<file path="src/rtl/strs_pkg.sv">
package strs_pkg;

  typedef enum logic [1:0] {
    ST_IDLE,
    ST_PULSE,
    ST_TEST
  } seqState_e;

  typedef struct packed {
    logic loadRst;
    logic loadTest;
    logic clrFail;
    logic sampleEn;
  } seqStrobe_t;

  localparam int NUM_CH = 2;

endpackage

</file>
<file path="src/rtl/strs_datapath.sv">
module strs_datapath
  import strs_pkg::*;
#(
  parameter int RST_CYCLES  = 40,
  parameter int TEST_CYCLES = 5000,
  parameter int CNT_W       = 14
) (
  input  logic              clk,
  input  logic              rstN,
  input  seqStrobe_t        strobe,
  input  logic              lbValid,
  input  logic [NUM_CH-1:0] lbMiss,
  output logic              cntDone,
  output logic [NUM_CH-1:0] failFlag
);

  logic [CNT_W-1:0] cnt;

  always_ff @(posedge clk or negedge rstN) begin
    if (!rstN) begin
      cnt <= '0;
    end else if (strobe.loadRst) begin
      cnt <= CNT_W'(RST_CYCLES - 1);
    end else if (strobe.loadTest) begin
      cnt <= CNT_W'(TEST_CYCLES - 1);
    end else if (cnt != '0) begin
      cnt <= cnt - 1'b1;
    end
  end

  assign cntDone = (cnt == '0);

  for (genvar ch = 0; ch < NUM_CH; ch++) begin : g_chan
    always_ff @(posedge clk or negedge rstN) begin
      if (!rstN) begin
        failFlag[ch] <= 1'b0;
      end else if (strobe.clrFail) begin
        failFlag[ch] <= 1'b0;
      end else if (strobe.sampleEn && lbValid && lbMiss[ch]) begin
        failFlag[ch] <= 1'b1;
      end
    end

    // a set flag survives until a programmed reset clears it
    a_r8_fail_sticky: assert property (@(posedge clk) disable iff (!rstN)
      (failFlag[ch] && !strobe.clrFail) |=> failFlag[ch]);

    // a flag can only rise from a sample taken inside the test window
    a_r6_fail_in_window: assert property (@(posedge clk) disable iff (!rstN)
      $rose(failFlag[ch]) |-> $past(strobe.sampleEn && lbValid && lbMiss[ch]));
  end

endmodule

</file>
<file path="src/rtl/strs_ctrl.sv">
module strs_ctrl
  import strs_pkg::*;
#(
  parameter int              ADDR_W      = 4,
  parameter logic [ADDR_W-1:0] RESET_ADDR  = 4'h8,
  parameter logic [ADDR_W-1:0] TEST_ADDR   = 4'h9,
  parameter logic [ADDR_W-1:0] RESUME_ADDR = 4'hA,
  parameter int              RST_CYCLES  = 40,
  parameter int              TEST_CYCLES = 5000
) (
  input  logic              clk,
  input  logic              rstN,
  input  logic              wrValid,
  input  logic [ADDR_W-1:0] wrAddr,
  input  logic              rtMode,
  input  logic              cntDone,
  output seqStrobe_t        strobe,
  output logic              codecReset,
  output logic              testBusy,
  output logic              cmdEnable
);

  seqState_e state;
  logic      armed;
  logic      halted;
  logic      rstWr, testWr, resumeWr, startOk;

  assign rstWr    = wrValid && (wrAddr == RESET_ADDR);
  assign testWr   = wrValid && (wrAddr == TEST_ADDR);
  assign resumeWr = wrValid && (wrAddr == RESUME_ADDR);
  assign startOk  = testWr && armed && (state == ST_IDLE) && !rstWr;

  always_ff @(posedge clk or negedge rstN) begin
    if (!rstN) begin
      state  <= ST_IDLE;
      armed  <= 1'b0;
      halted <= 1'b0;
    end else begin
      if (rstWr) begin
        state  <= ST_PULSE;
        armed  <= 1'b1;
        halted <= 1'b1;
      end else begin
        if (resumeWr) halted <= 1'b0;
        unique case (state)
          ST_IDLE: begin
            if (startOk) begin
              state <= ST_TEST;
              armed <= 1'b0;
            end
          end
          ST_PULSE: if (cntDone) state <= ST_IDLE;
          ST_TEST:  if (cntDone) state <= ST_IDLE;
          default:  state <= ST_IDLE;
        endcase
      end
    end
  end

  always_comb begin
    strobe          = '0;
    strobe.loadRst  = rstWr;
    strobe.clrFail  = rstWr;
    strobe.loadTest = startOk;
    strobe.sampleEn = (state == ST_TEST);
  end

  assign codecReset = (state == ST_PULSE);
  assign testBusy   = (state == ST_TEST);
  assign cmdEnable  = !halted && !codecReset && !(testBusy && rtMode);

  // ---------------- checks ----------------
  logic [31:0] pulseLen, testLen;

  always_ff @(posedge clk or negedge rstN) begin
    if (!rstN) begin
      pulseLen <= '0;
      testLen  <= '0;
    end else begin
      if (rstWr)               pulseLen <= '0;
      else if (codecReset)     pulseLen <= pulseLen + 1'b1;
      if (startOk)             testLen  <= '0;
      else if (testBusy)       testLen  <= testLen + 1'b1;
    end
  end

  // pulse length is exactly RST_CYCLES
  a_r2_pulse_len: assert property (@(posedge clk) disable iff (!rstN)
    $fell(codecReset) |-> (pulseLen == 32'(RST_CYCLES)));

  // an unaborted test window is exactly TEST_CYCLES long
  a_r5_window_len: assert property (@(posedge clk) disable iff (!rstN)
    ($fell(testBusy) && !codecReset) |-> (testLen == 32'(TEST_CYCLES)));

  // a test only begins from an armed idle state
  a_r4_armed_start: assert property (@(posedge clk) disable iff (!rstN)
    $rose(testBusy) |-> ($past(armed) && $past(state == ST_IDLE)));

  // commands stay halted the cycle after a reset write
  a_r3_halt_after_reset: assert property (@(posedge clk) disable iff (!rstN)
    rstWr |=> !cmdEnable);

  // a reset write during the test ends it at once
  a_r10_abort: assert property (@(posedge clk) disable iff (!rstN)
    (testBusy && rstWr) |=> (!testBusy && codecReset));

  a_r4_onehot_state: assert property (@(posedge clk) disable iff (!rstN)
    $onehot0({codecReset, testBusy}));

endmodule

</file>
<file path="src/rtl/selftest_reset_ctrl.sv">
module selftest_reset_ctrl
  import strs_pkg::*;
#(
  parameter int              ADDR_W      = 4,
  parameter logic [ADDR_W-1:0] RESET_ADDR  = 4'h8,
  parameter logic [ADDR_W-1:0] TEST_ADDR   = 4'h9,
  parameter logic [ADDR_W-1:0] RESUME_ADDR = 4'hA,
  parameter int              RST_CYCLES  = 40,
  parameter int              TEST_CYCLES = 5000,
  parameter int              FAIL_A_BIT  = 14,
  parameter int              FAIL_B_BIT  = 15
) (
  input  logic              clk,
  input  logic              rstN,
  input  logic              wrValid,
  input  logic [ADDR_W-1:0] wrAddr,
  input  logic              rtMode,
  input  logic              lbValid,
  input  logic              lbMissA,
  input  logic              lbMissB,
  output logic              codecReset,
  output logic              loopEnable,
  output logic              testBusy,
  output logic              cmdEnable,
  output logic [15:0]       bitWord,
  output logic              failPin
);

  localparam int MAX_CYC = (TEST_CYCLES > RST_CYCLES) ? TEST_CYCLES : RST_CYCLES;
  localparam int CNT_W   = $clog2(MAX_CYC) + 1;

  seqStrobe_t        strobe;
  logic              cntDone;
  logic [NUM_CH-1:0] failFlag;

  strs_ctrl #(
    .ADDR_W(ADDR_W), .RESET_ADDR(RESET_ADDR), .TEST_ADDR(TEST_ADDR),
    .RESUME_ADDR(RESUME_ADDR), .RST_CYCLES(RST_CYCLES), .TEST_CYCLES(TEST_CYCLES)
  ) ctrl_i (
    .clk(clk), .rstN(rstN), .wrValid(wrValid), .wrAddr(wrAddr),
    .rtMode(rtMode), .cntDone(cntDone), .strobe(strobe),
    .codecReset(codecReset), .testBusy(testBusy), .cmdEnable(cmdEnable)
  );

  strs_datapath #(
    .RST_CYCLES(RST_CYCLES), .TEST_CYCLES(TEST_CYCLES), .CNT_W(CNT_W)
  ) dp_i (
    .clk(clk), .rstN(rstN), .strobe(strobe), .lbValid(lbValid),
    .lbMiss({lbMissB, lbMissA}), .cntDone(cntDone), .failFlag(failFlag)
  );

  always_comb begin
    bitWord             = '0;
    bitWord[FAIL_A_BIT] = failFlag[0];
    bitWord[FAIL_B_BIT] = failFlag[1];
  end

  assign failPin    = |failFlag;
  assign loopEnable = testBusy;

  // remote-terminal mode blocks commands for the whole test
  a_r9_rt_block: assert property (@(posedge clk) disable iff (!rstN)
    (testBusy && rtMode) |-> !cmdEnable);

  // pin agrees with the result word
  a_r7_pin_word: assert property (@(posedge clk) disable iff (!rstN)
    failPin == (bitWord[FAIL_A_BIT] || bitWord[FAIL_B_BIT]));

endmodule

</file>
<file path="config.mk">
export PLATFORM = sky130hd
export DESIGN_NAME = selftest_reset_ctrl
export DESIGN_NICKNAME = d
export VERILOG_FILES = /design/src/rtl/strs_pkg.sv /design/src/rtl/strs_datapath.sv /design/src/rtl/strs_ctrl.sv /design/src/rtl/selftest_reset_ctrl.sv
export SDC_FILE = /design/constraint.sdc
export NUM_CORES = 1
export LEC_CHECK = 0
export ABC_CLOCK_PERIOD_IN_PS = 2800
export BUFFER_PORTS_ARGS = -buffer_cell sky130_fd_sc_hd__buf_2
export CAP_MARGIN = 20
export CORE_AREA = 2 2 57 59
export CTS_CLUSTER_DIAMETER = 60
export DETAILED_ROUTE_END_ITERATION = 7
export DIE_AREA = 0 0 59 61
export PLACE_DENSITY = 0.73
export SKIP_LAST_GASP = 1
export SLEW_MARGIN = 30
export SYNTH_ARGS = -nofsm -noshare
export SYNTH_HDL_FRONTEND = slang
export SYNTH_SLANG_ARGS = --single-unit
</file>
<file path="constraint.sdc">
create_clock -name clk -period 2.8 [get_ports clk]
set_input_delay 0.28 -clock clk [delete_from_list [all_inputs] [get_ports clk]]
set_output_delay 0.28 -clock clk [all_outputs]
set_load 0.05 [all_outputs]
</file>
== After elaboration in Yosys (flattened, before gate mapping) ==
Cells that the tools add are included.

* Flip-flop bits (word level): 20
* Input port bits: 11
* Output and inout bits: 21
* Word-level logic and storage cells: 59

* Add/sub/neg operators: 1
* Equal/unequal tests: 7
* Multiplexer cells: 16
* Reduce and logical (&&, ||, !) cells: 29

{| class="wikitable"
|+ Operator list
! kind !! count
|-
| 2-to-1 mux 14 bit || 3
|-
| zero test 14 bit || 1
|-
| nonzero test 14 bit || 1
|-
| subtractor 14 x 1 -> 14 bit (second input constant) || 1
|-
| equality test 4 bit (second input constant) || 3
|-
| logical AND 1 bit || 12
|-
| nonzero test 2 bit || 5
|-
| 2-to-1 mux 1 bit || 9
|-
| 2-to-1 mux 2 bit || 3
|-
| != test 3 x 1 -> 1 bit (second input constant) || 2
|-
| zero test 1 bit || 4
|-
| one-hot mux 2 bit (2 select lines) || 1
|-
| AND reduction 2 bit || 2
|-
| OR reduction 2 bit || 2
|-
| nonzero test 3 bit || 1
|-
| equality test 2 x 1 -> 1 bit (second input constant) || 1
|-
| equality test 2 bit (second input constant) || 1
|-
| zero test 2 bit || 1
|}

== Longest topological paths before layout ==
Gate-level depths: netlist of the first run.

* Depth in word-level cells: 8
* Depth in mapped cells: 7

== By module ==
Synthesis of the first run repeated with hierarchy kept, for this count alone.

* Cells, all modules: 130
* Area, all modules: 1248.7 µm²

{| class="wikitable"
|+ By module, submodules not included
! module !! times used !! cells an instance !! area an instance (µm²)
|-
| strs_datapath || 1 || 86 || 843.3
|-
| strs_ctrl || 1 || 27 || 282.8
|-
| selftest_reset_ctrl || 1 || 17 || 122.6
|}

== Worst setup path before layout of the first run ==
No wires, ideal clock.

* Path kind: register -> output
* Start: register ctrl_i.state[0]
* End: output port cmdEnable
* Arrival: 2.081 ns
* Required time: 2.520 ns
* Slack: 0.439 ns
* Stages on the path, launching flop included: 4
* Path buffers: 0
* Cells stage by stage: dfrtp_1 > inv_1 > ha_1 > a211oi_1

* Word-level cells in the longest chain between the ends: 4
* Elaborated cells between the ends (all ways): 7
* Classes of those cells: eq/ne: 2; reduce/logical: 5

{| class="wikitable"
|+ Ends and longest elaborated chain
! item !! RTL line !! source
|-
| start, declared || strs_ctrl.sv:23 || <nowiki>seqState_e state;</nowiki>
|-
| start signal, assigned || strs_ctrl.sv:35 || <nowiki>state <= ST_IDLE;</nowiki>
|-
| start signal, assigned || strs_ctrl.sv:40 || <nowiki>state <= ST_PULSE;</nowiki>
|-
| start signal, assigned || strs_ctrl.sv:48 || <nowiki>state <= ST_TEST;</nowiki>
|-
| equality test 2 bit || strs_ctrl.sv:69 || <nowiki>assign testBusy = (state == ST_TEST);</nowiki>
|-
| net loopEnable || selftest_reset_ctrl.sv:22 || <nowiki>output logic loopEnable,</nowiki>
|-
| logical AND 1 bit || strs_ctrl.sv:70 || <nowiki>assign cmdEnable = !halted && !codecReset && !(testBusy && rtMode);</nowiki>
|-
| zero test 1 bit || strs_ctrl.sv:70 ||
|-
| logical AND 1 bit || strs_ctrl.sv:70 ||
|-
| end, declared || selftest_reset_ctrl.sv:24 || <nowiki>output logic cmdEnable,</nowiki>
|}

The timed path passes the listed nets, and every way through them passes these cells.

== Worst setup path after layout of the first run ==
* Start: register dp_i.cnt[8]
* End: register ctrl_i.state[1]

* Word-level cells in the longest chain between the ends: 3

{| class="wikitable"
|+ Ends and longest elaborated chain
! item !! RTL line !! source
|-
| start, declared || strs_datapath.sv:17 || <nowiki>logic [CNT_W-1:0] cnt;</nowiki>
|-
| start signal, assigned || strs_datapath.sv:23 || <nowiki>cnt <= CNT_W'(RST_CYCLES - 1);</nowiki>
|-
| start signal, assigned || strs_datapath.sv:25 || <nowiki>cnt <= CNT_W'(TEST_CYCLES - 1);</nowiki>
|-
| start signal, assigned || strs_datapath.sv:27 || <nowiki>cnt <= cnt - 1'b1;</nowiki>
|-
| zero test 14 bit || strs_datapath.sv:31 || <nowiki>assign cntDone = (cnt == '0);</nowiki>
|-
| != test 3 x 1 -> 1 bit (no line) || n/a ||
|-
| AND reduction 2 bit (no line) || n/a ||
|}

Every way passes these cells.
A chain may end at the register's enable or synchronous reset.

==> flow_summary.json, run 1 <==
{
  "grt_antenna_before_repair": 0,
  "ir_worst_vdd_mv": 0.343,
  "die_y_um": 61,
  "crit_buf_inv": 0,
  "dr.pass1.iters": 4,
  "ys_top_cells_by_count": "20 x dfrtp_1, 15 x buf_4, 9 x nor2_1, 9 x or3_1",
  "synth_cell_type_count": 31,
  "slew_headroom_pct": 42.5,
  "tightest_slew_ns": 0.856,
  "power_density_nw_per_um2": 1050,
  "synthMuxAreaShare_pct": 1.64,
  "via_per_inst": 5.48,
  "root_buffer": "clkbuf_4",
  "setup_violations": 0,
  "synth_top_family_by_area": "simple AND/OR/NAND/NOR gates",
  "ys_async_sr_fraction_pct": 100,
  "synth_top_area_share_pct": 41.0,
  "row_count": 20,
  "outcome": "complete, no violations",
  "instances_no_fill": 184,
  "post-cts-setup-buffer-count": 0,
  "synth_ff_type": "dfrtp_1",
  "critical_path_class": "flip-flop to flip-flop",
  "cts_tree": "yes",
  "diodes": 0,
  "gp_congestion": 0.846,
  "dieArea_um2": 3600,
  "endpoint_kind": "flip-flop",
  "fp.dieW_um": 59,
  "area_growth_pct": 8.31,
  "grt-ovfl-total": 0,
  "ant_nets": 0,
  "worst-path-max-fanout": 4,
  "cap_violations": 0,
  "tns_ns": 0,
  "clk_pin_slew_ns": 0.11,
  "p_leak_uw": 0.000605,
  "fmax_mhz": 475,
  "power_uw": 1380,
  "synth_xor_xnor_area_share_pct": 2.15,
  "start_util_pct": 41.3,
  "grt_pass1_wl_um": 3820,
  "finalClockSkew_ns": 0.00178,
  "rsz0062_at_grt": "false",
  "synth-compound-area-share_pct": 13.3,
  "cts_made_buffers": 3,
  "slew_violations": 0,
  "hold_path.class": "input port to flip-flop",
  "cts.sink_count": 20,
  "yosysTopAreaCell": "dfrtp_1",
  "start_kind": "flip-flop",
  "dp_cells": 179,
  "syn_inst": 133,
  "drtIter0Drc": 23,
  "ios": 32,
  "port_buffers": 17,
  "cp_data_required_time_ns": 2.99,
  "synth_area_leaders": "dfrtp_1 41%, buf_4 9.2%, or3_1 4.6%",
  "totalWireLength_um": 2400,
  "grt_max_degree": 21,
  "synth_edf_count": 0,
  "drive_above_1_share_pct": 16.6,
  "critPathMaxStageDelay_ns": 0.58,
  "grt_pass1_vias": 905,
  "path_delay_family": "simple AND/OR/NAND/NOR gates",
  "cpMostUsedCell": "or4_4",
  "via_count": 1009,
  "final_area_um2": 1320,
  "ys_seq_area_share_pct": 41.0,
  "clkLatencyLatePin_ns": 0.30,
  "fillers": 286,
  "drcViolationCount": 0,
  "core_area_um2": 2950,
  "worstPathCellList": "or4_4 > or4_4 > and2_0 > o221a_1",
  "synth.most_common_cell": "dfrtp_1",
  "grt_use_total_pct": 14.0,
  "hpwl_um": 1830,
  "place_area_um2": 1270,
  "htreeDepth": 1,
  "synthSimpleGateAreaFrac_pct": 25.7,
  "synthAdderAreaFrac_pct": 4.10,
  "finalHoldViolCount": 0,
  "clock_path_buffers": 2,
  "fin_crit_ns": 2.10,
  "avgSynthCellArea_um2": 9.17,
  "finalNetCount": 167,
  "layout_worst_path_cycle_share_pct": 75.1,
  "cpMaxStageDelayCell": "or4_4",
  "ys_seq_elements": 20,
  "critical_path_arrival_ns": 2.30,
  "yosys_warnings": 0,
  "wl_per_cell_um": 13.0,
  "synth.cell_area_um2": 1220
}
layout by cell type (no fill, tap or decap), types with 5 or more instances in the layout:
cell type  synthesis  layout
a21oi_1            6       6
buf_2              0      17
conb_1             1      14
dfrtp_1           20      20
inv_1              6       6
nand2_1            7       7
nor2_1             9       9
nor4_1             5       5
o21ai_0            7       7
o31ai_1            5       5
or3_1              9       9
or4_1              5       5
cells by family (layout without fill, tap and decap cells):
kind of cell	count (synthesis)	after routing
compound gates	26	26
xor+xnor	3	3
fa+ha+maj	4	4
buf+inv	23	28
flops	20	20
mux	2	2
other cells	1	14
simple gates	54	54
sequential cells by signal, summed over array words and instances, names as in the netlist:
register and flops:
ctrl_i.state 2, dp_i.cnt 14, ctrl_i.armed 1, ctrl_i.halted 1
dp_i.failFlag 2
final timing paths:
check,start,end,slack (ns),cells after the start
max in group asynchronous,rstN,dp_i.cnt[5]$_DFFE_PN0P_,2.04,2
min in group asynchronous,rstN,dp_i.cnt[13]$_DFFE_PN0P_,0.45,2
min,lbMissB,dp_i.failFlag[1]$_DFFE_PN0P_,0.23,3
min reg2reg,dp_i.failFlag[0]$_DFFE_PN0P_,dp_i.failFlag[0]$_DFFE_PN0P_,0.52,2
max reg2reg,dp_i.cnt[8]$_DFFE_PN0P_,ctrl_i.state[1]$_DFFE_PN0P_,0.70,4
max,dp_i.cnt[8]$_DFFE_PN0P_,ctrl_i.state[1]$_DFFE_PN0P_,0.70,4
report_power, final:
group | leakage (uW) | internal, uW | switching (uW)
registers | 0.000252 | 413 | 142
logic | 0.000332 | 239 | 423
clock network | 0.0000210 | 79.3 | 87.3
total | 0.000605 | 731 | 653
metrics by stage:
| step | setup slack [ns] | hold WS [ns] | util, % |
|---|---|---|---|
| floorplan | 0.439 | -0.0156 | - |
| global placement | 0.798 | 0.248 | 43.2 |
| detailed placement | 0.715 | 0.261 | 43.2 |
| CTS | 0.691 | 0.235 | 44.7 |
| global route | 0.536 | 0.239 | 44.7 |
| finish | 0.696 | 0.235 | 44.7 |
cell type report:
class                           count  area, um2  area share, %
Clock buffer                        4       36.3           2.75
Tap cell                           33       41.3           3.12
Multi-Input combinational cell    103        626           47.3
Inverter                            6       22.5           1.70
Timing Repair Buffer               18       95.1           7.20
Sequential cell                    20        500           37.9
worst min-delay path, delay by kind of cell:
family,cells,cell delay (ns)
compound gates,1,0.07
simple gates,1,0.07
buf+inv,1,0.08
metal layers:
| layer | GRT usage [%] | routed length (um) | up-vias |
|---|---|---|---|
| met5 | 0 | 0 | - |
| met4 | 4.55 | 20 | 0 |
| met3 | 2.56 | 98 | 4 |
| met2 | 25.6 | 1220 | 23 |
| met1 | 16.6 | 1060 | 486 |
| li1 | - | - | 496 |
what timing repair did:
item / in CTS / in global routing
resized for setup: 0 / 0
hold buffers: 1 / 0
endpoints found under the hold margin: 20 / 0
Note: power is estimated with default switching activity, not from simulation.
==> run 2, diff against run 1 <==
Settings changed: ABC_CLOCK_PERIOD_IN_PS 2800 to 1800, PLACE_DENSITY 0.73 to 0.75.
Clock period 2.8 ns to 1.8 ns, I/O delays scaled along.
==> run 2 against run 1 <==
Core utilization increased by 12 points. Non-clock buffer count increased by 29. The flow now finishes with violations (setup timing). Die area did not move. Largest power group unchanged. Sequential share of layout area is 8.2 points lower. Sequential power rose by 42%. Fmax rose by 7.7%. Clock-buffer cell count down 1. Sequential cell count unchanged. Clock skew increased by 0.0096 ns.
==> flow_summary.json, run 2 (synthesis results as in run 1) <==
{
  "finalNetCount": 196,
  "r2r-start": "dp_i.cnt[10]$_DFFE_PN0P_",
  "clk_pin_slew_ns": 0.12,
  "slew_violations": 0,
  "crit_path_start": "dp_i.cnt[10]$_DFFE_PN0P_",
  "critical_path_class": "flip-flop to flip-flop",
  "ir_worst_vdd_mv": 0.451,
  "finalHoldViolCount": 0,
  "ant_nets": 0,
  "r2r-end": "ctrl_i.state[1]$_DFFE_PN0P_",
  "dr.pass1.iters": 4,
  "place_area_um2": 1470,
  "path_delay_family": "simple AND/OR/NAND/NOR gates",
  "gp_congestion": 0.816,
  "instances_no_fill": 212,
  "grt_max_degree": 21,
  "fmax_mhz": 512,
  "wl_per_cell_um": 15.1,
  "drtIter0Drc": 38,
  "fp.dieW_um": 59,
  "start_kind": "flip-flop",
  "r2r_slack_ns": -0.15,
  "hold_start": "lbMissA",
  "endpoint_kind": "flip-flop",
  "clock_path_buffers": 2,
  "drive_above_1_share_pct": 43.0,
  "rsz0062_at_grt": "true",
  "cpMostUsedCell": "or4_4",
  "row_count": 20,
  "tns_ns": -0.354,
  "core_area_um2": 2950,
  "via_count": 1150,
  "hold_depth": 3,
  "layout_worst_path_cycle_share_pct": 108,
  "grt_use_total_pct": 17.8,
  "grt_antenna_before_repair": 0,
  "via_per_inst": 5.42,
  "outcome": "complete, but fails checks",
  "post-route-util_pct": 57.2,
  "grt_pass1_wl_um": 4760,
  "clkLatencyLatePin_ns": 0.32,
  "dp_cells": 204,
  "final_area_um2": 1690,
  "crit_buf_inv": 0,
  "critical_path_arrival_ns": 2.18,
  "largest_register": "dp_i.cnt",
  "drcViolationCount": 0,
  "ios": 32,
  "cp_data_required_time_ns": 2.03,
  "critPathMaxStageDelay_ns": 0.54,
  "cts.sink_count": 20,
  "die_y_um": 61,
  "totalWireLength_um": 3200,
  "rr_worst_depth": 4,
  "grt_pass1_vias": 1138,
  "final_common_cell": "buf_4",
  "setup_violations": 4,
  "cpMaxStageDelayCell": "or4_4",
  "port_buffers": 17,
  "fin_crit_ns": 1.95,
  "power_density_nw_per_um2": 1710,
  "violations": "setup timing",
  "hold_path.class": "input port to flip-flop",
  "cap_violations": 0,
  "start_util_pct": 41.3,
  "largest_register_ffs": 14,
  "p_leak_uw": 0.000784,
  "largestRegisters": "dp_i.cnt (14), ctrl_i.state (2), dp_i.failFlag (2)",
  "layout_setup_ws_ns": -0.153,
  "finalClockSkew_ns": 0.0114,
  "area_growth_pct": 38.5,
  "hpwl_um": 2220,
  "worst-path-max-fanout": 3,
  "diodes": 0,
  "htreeDepth": 1,
  "dieArea_um2": 3600,
  "cts_made_buffers": 3,
  "worstPathCellList": "or4_4 > or4_4 > and2_4 > o221a_1",
  "layout_common_cells": "24 x buf_4, 20 x dfrtp_1, 16 x buf_2, 14 x conb_1, 8 x nor2_1",
  "grt-ovfl-total": 0,
  "root_buffer": "clkbuf_4",
  "cts_tree": "yes",
  "whs_endpoint": "dp_i.failFlag[0]$_DFFE_PN0P_"
}
[run 2: worst min-delay path, cell delays in order]
cell and delay (ns):
buf_2 0.08, a31oi_1 0.08, nor2_1 0.07
[run 2: routing by layer]
layer  routed length, um  GRT usage, %  vias up
li1                    -             -      546
met1                1230          19.3      557
met2                1740          32.5       42
met3                 154          3.41        5
met4                  72          10.1        0
met5                   0             0        -
[run 2: power by group]
group / internal (uW) / switching (uW) / total (uW)
registers: 641 / 144 / 786
clock network: 78.6 / 153 / 232
logic: 839 / 1040 / 1880
total: 1560 / 1340 / 2900
[run 2: area by class of cell]
cell class              instances  area [um2]
clock buffers                   3        22.5
flip-flops and latches         20         500
multi-input cells             103         768
fillers                       251        1260
repair buffers                 47         334
inverters                       6        22.5
well taps                      33        41.3
[run 2: per-stage QoR]
stage	total power (uW)	hold WS, ns	setup slack (ns)
after floorplan	1720	-0.116	-0.153
after global placement	2170	0.152	-0.107
after detailed placement	2230	0.159	-0.129
after CTS	2560	0.141	-0.140
after global routing	3070	0.151	-0.184
final	2900	0.116	-0.153
[run 2: worst max path at each step]
stage | to | slack, ns | depth (start not counted)
after detailed placement | ctrl_i.state[1]$_DFFE_PN0P_ | -0.13 | 4
after floorplan | ctrl_i.state[1]$_DFFE_PN0P_ | -0.15 | 4
after CTS | ctrl_i.state[1]$_DFFE_PN0P_ | -0.14 | 4
final | ctrl_i.state[1]$_DFFE_PN0P_ | -0.15 | 4
after global placement | ctrl_i.state[1]$_DFFE_PN0P_ | -0.11 | 4
after global routing | ctrl_i.state[1]$_DFFE_PN0P_ | -0.18 | 4
[run 2: timing repair]
action                     in CTS  in global routing
setup endpoints to repair      12                 17
gates resized for setup         7                 29
buffers inserted                1                  3
hold endpoints to repair       20                  0
hold buffers                    1                  0
pin swaps                       4                 10
gates cloned                    0                  0
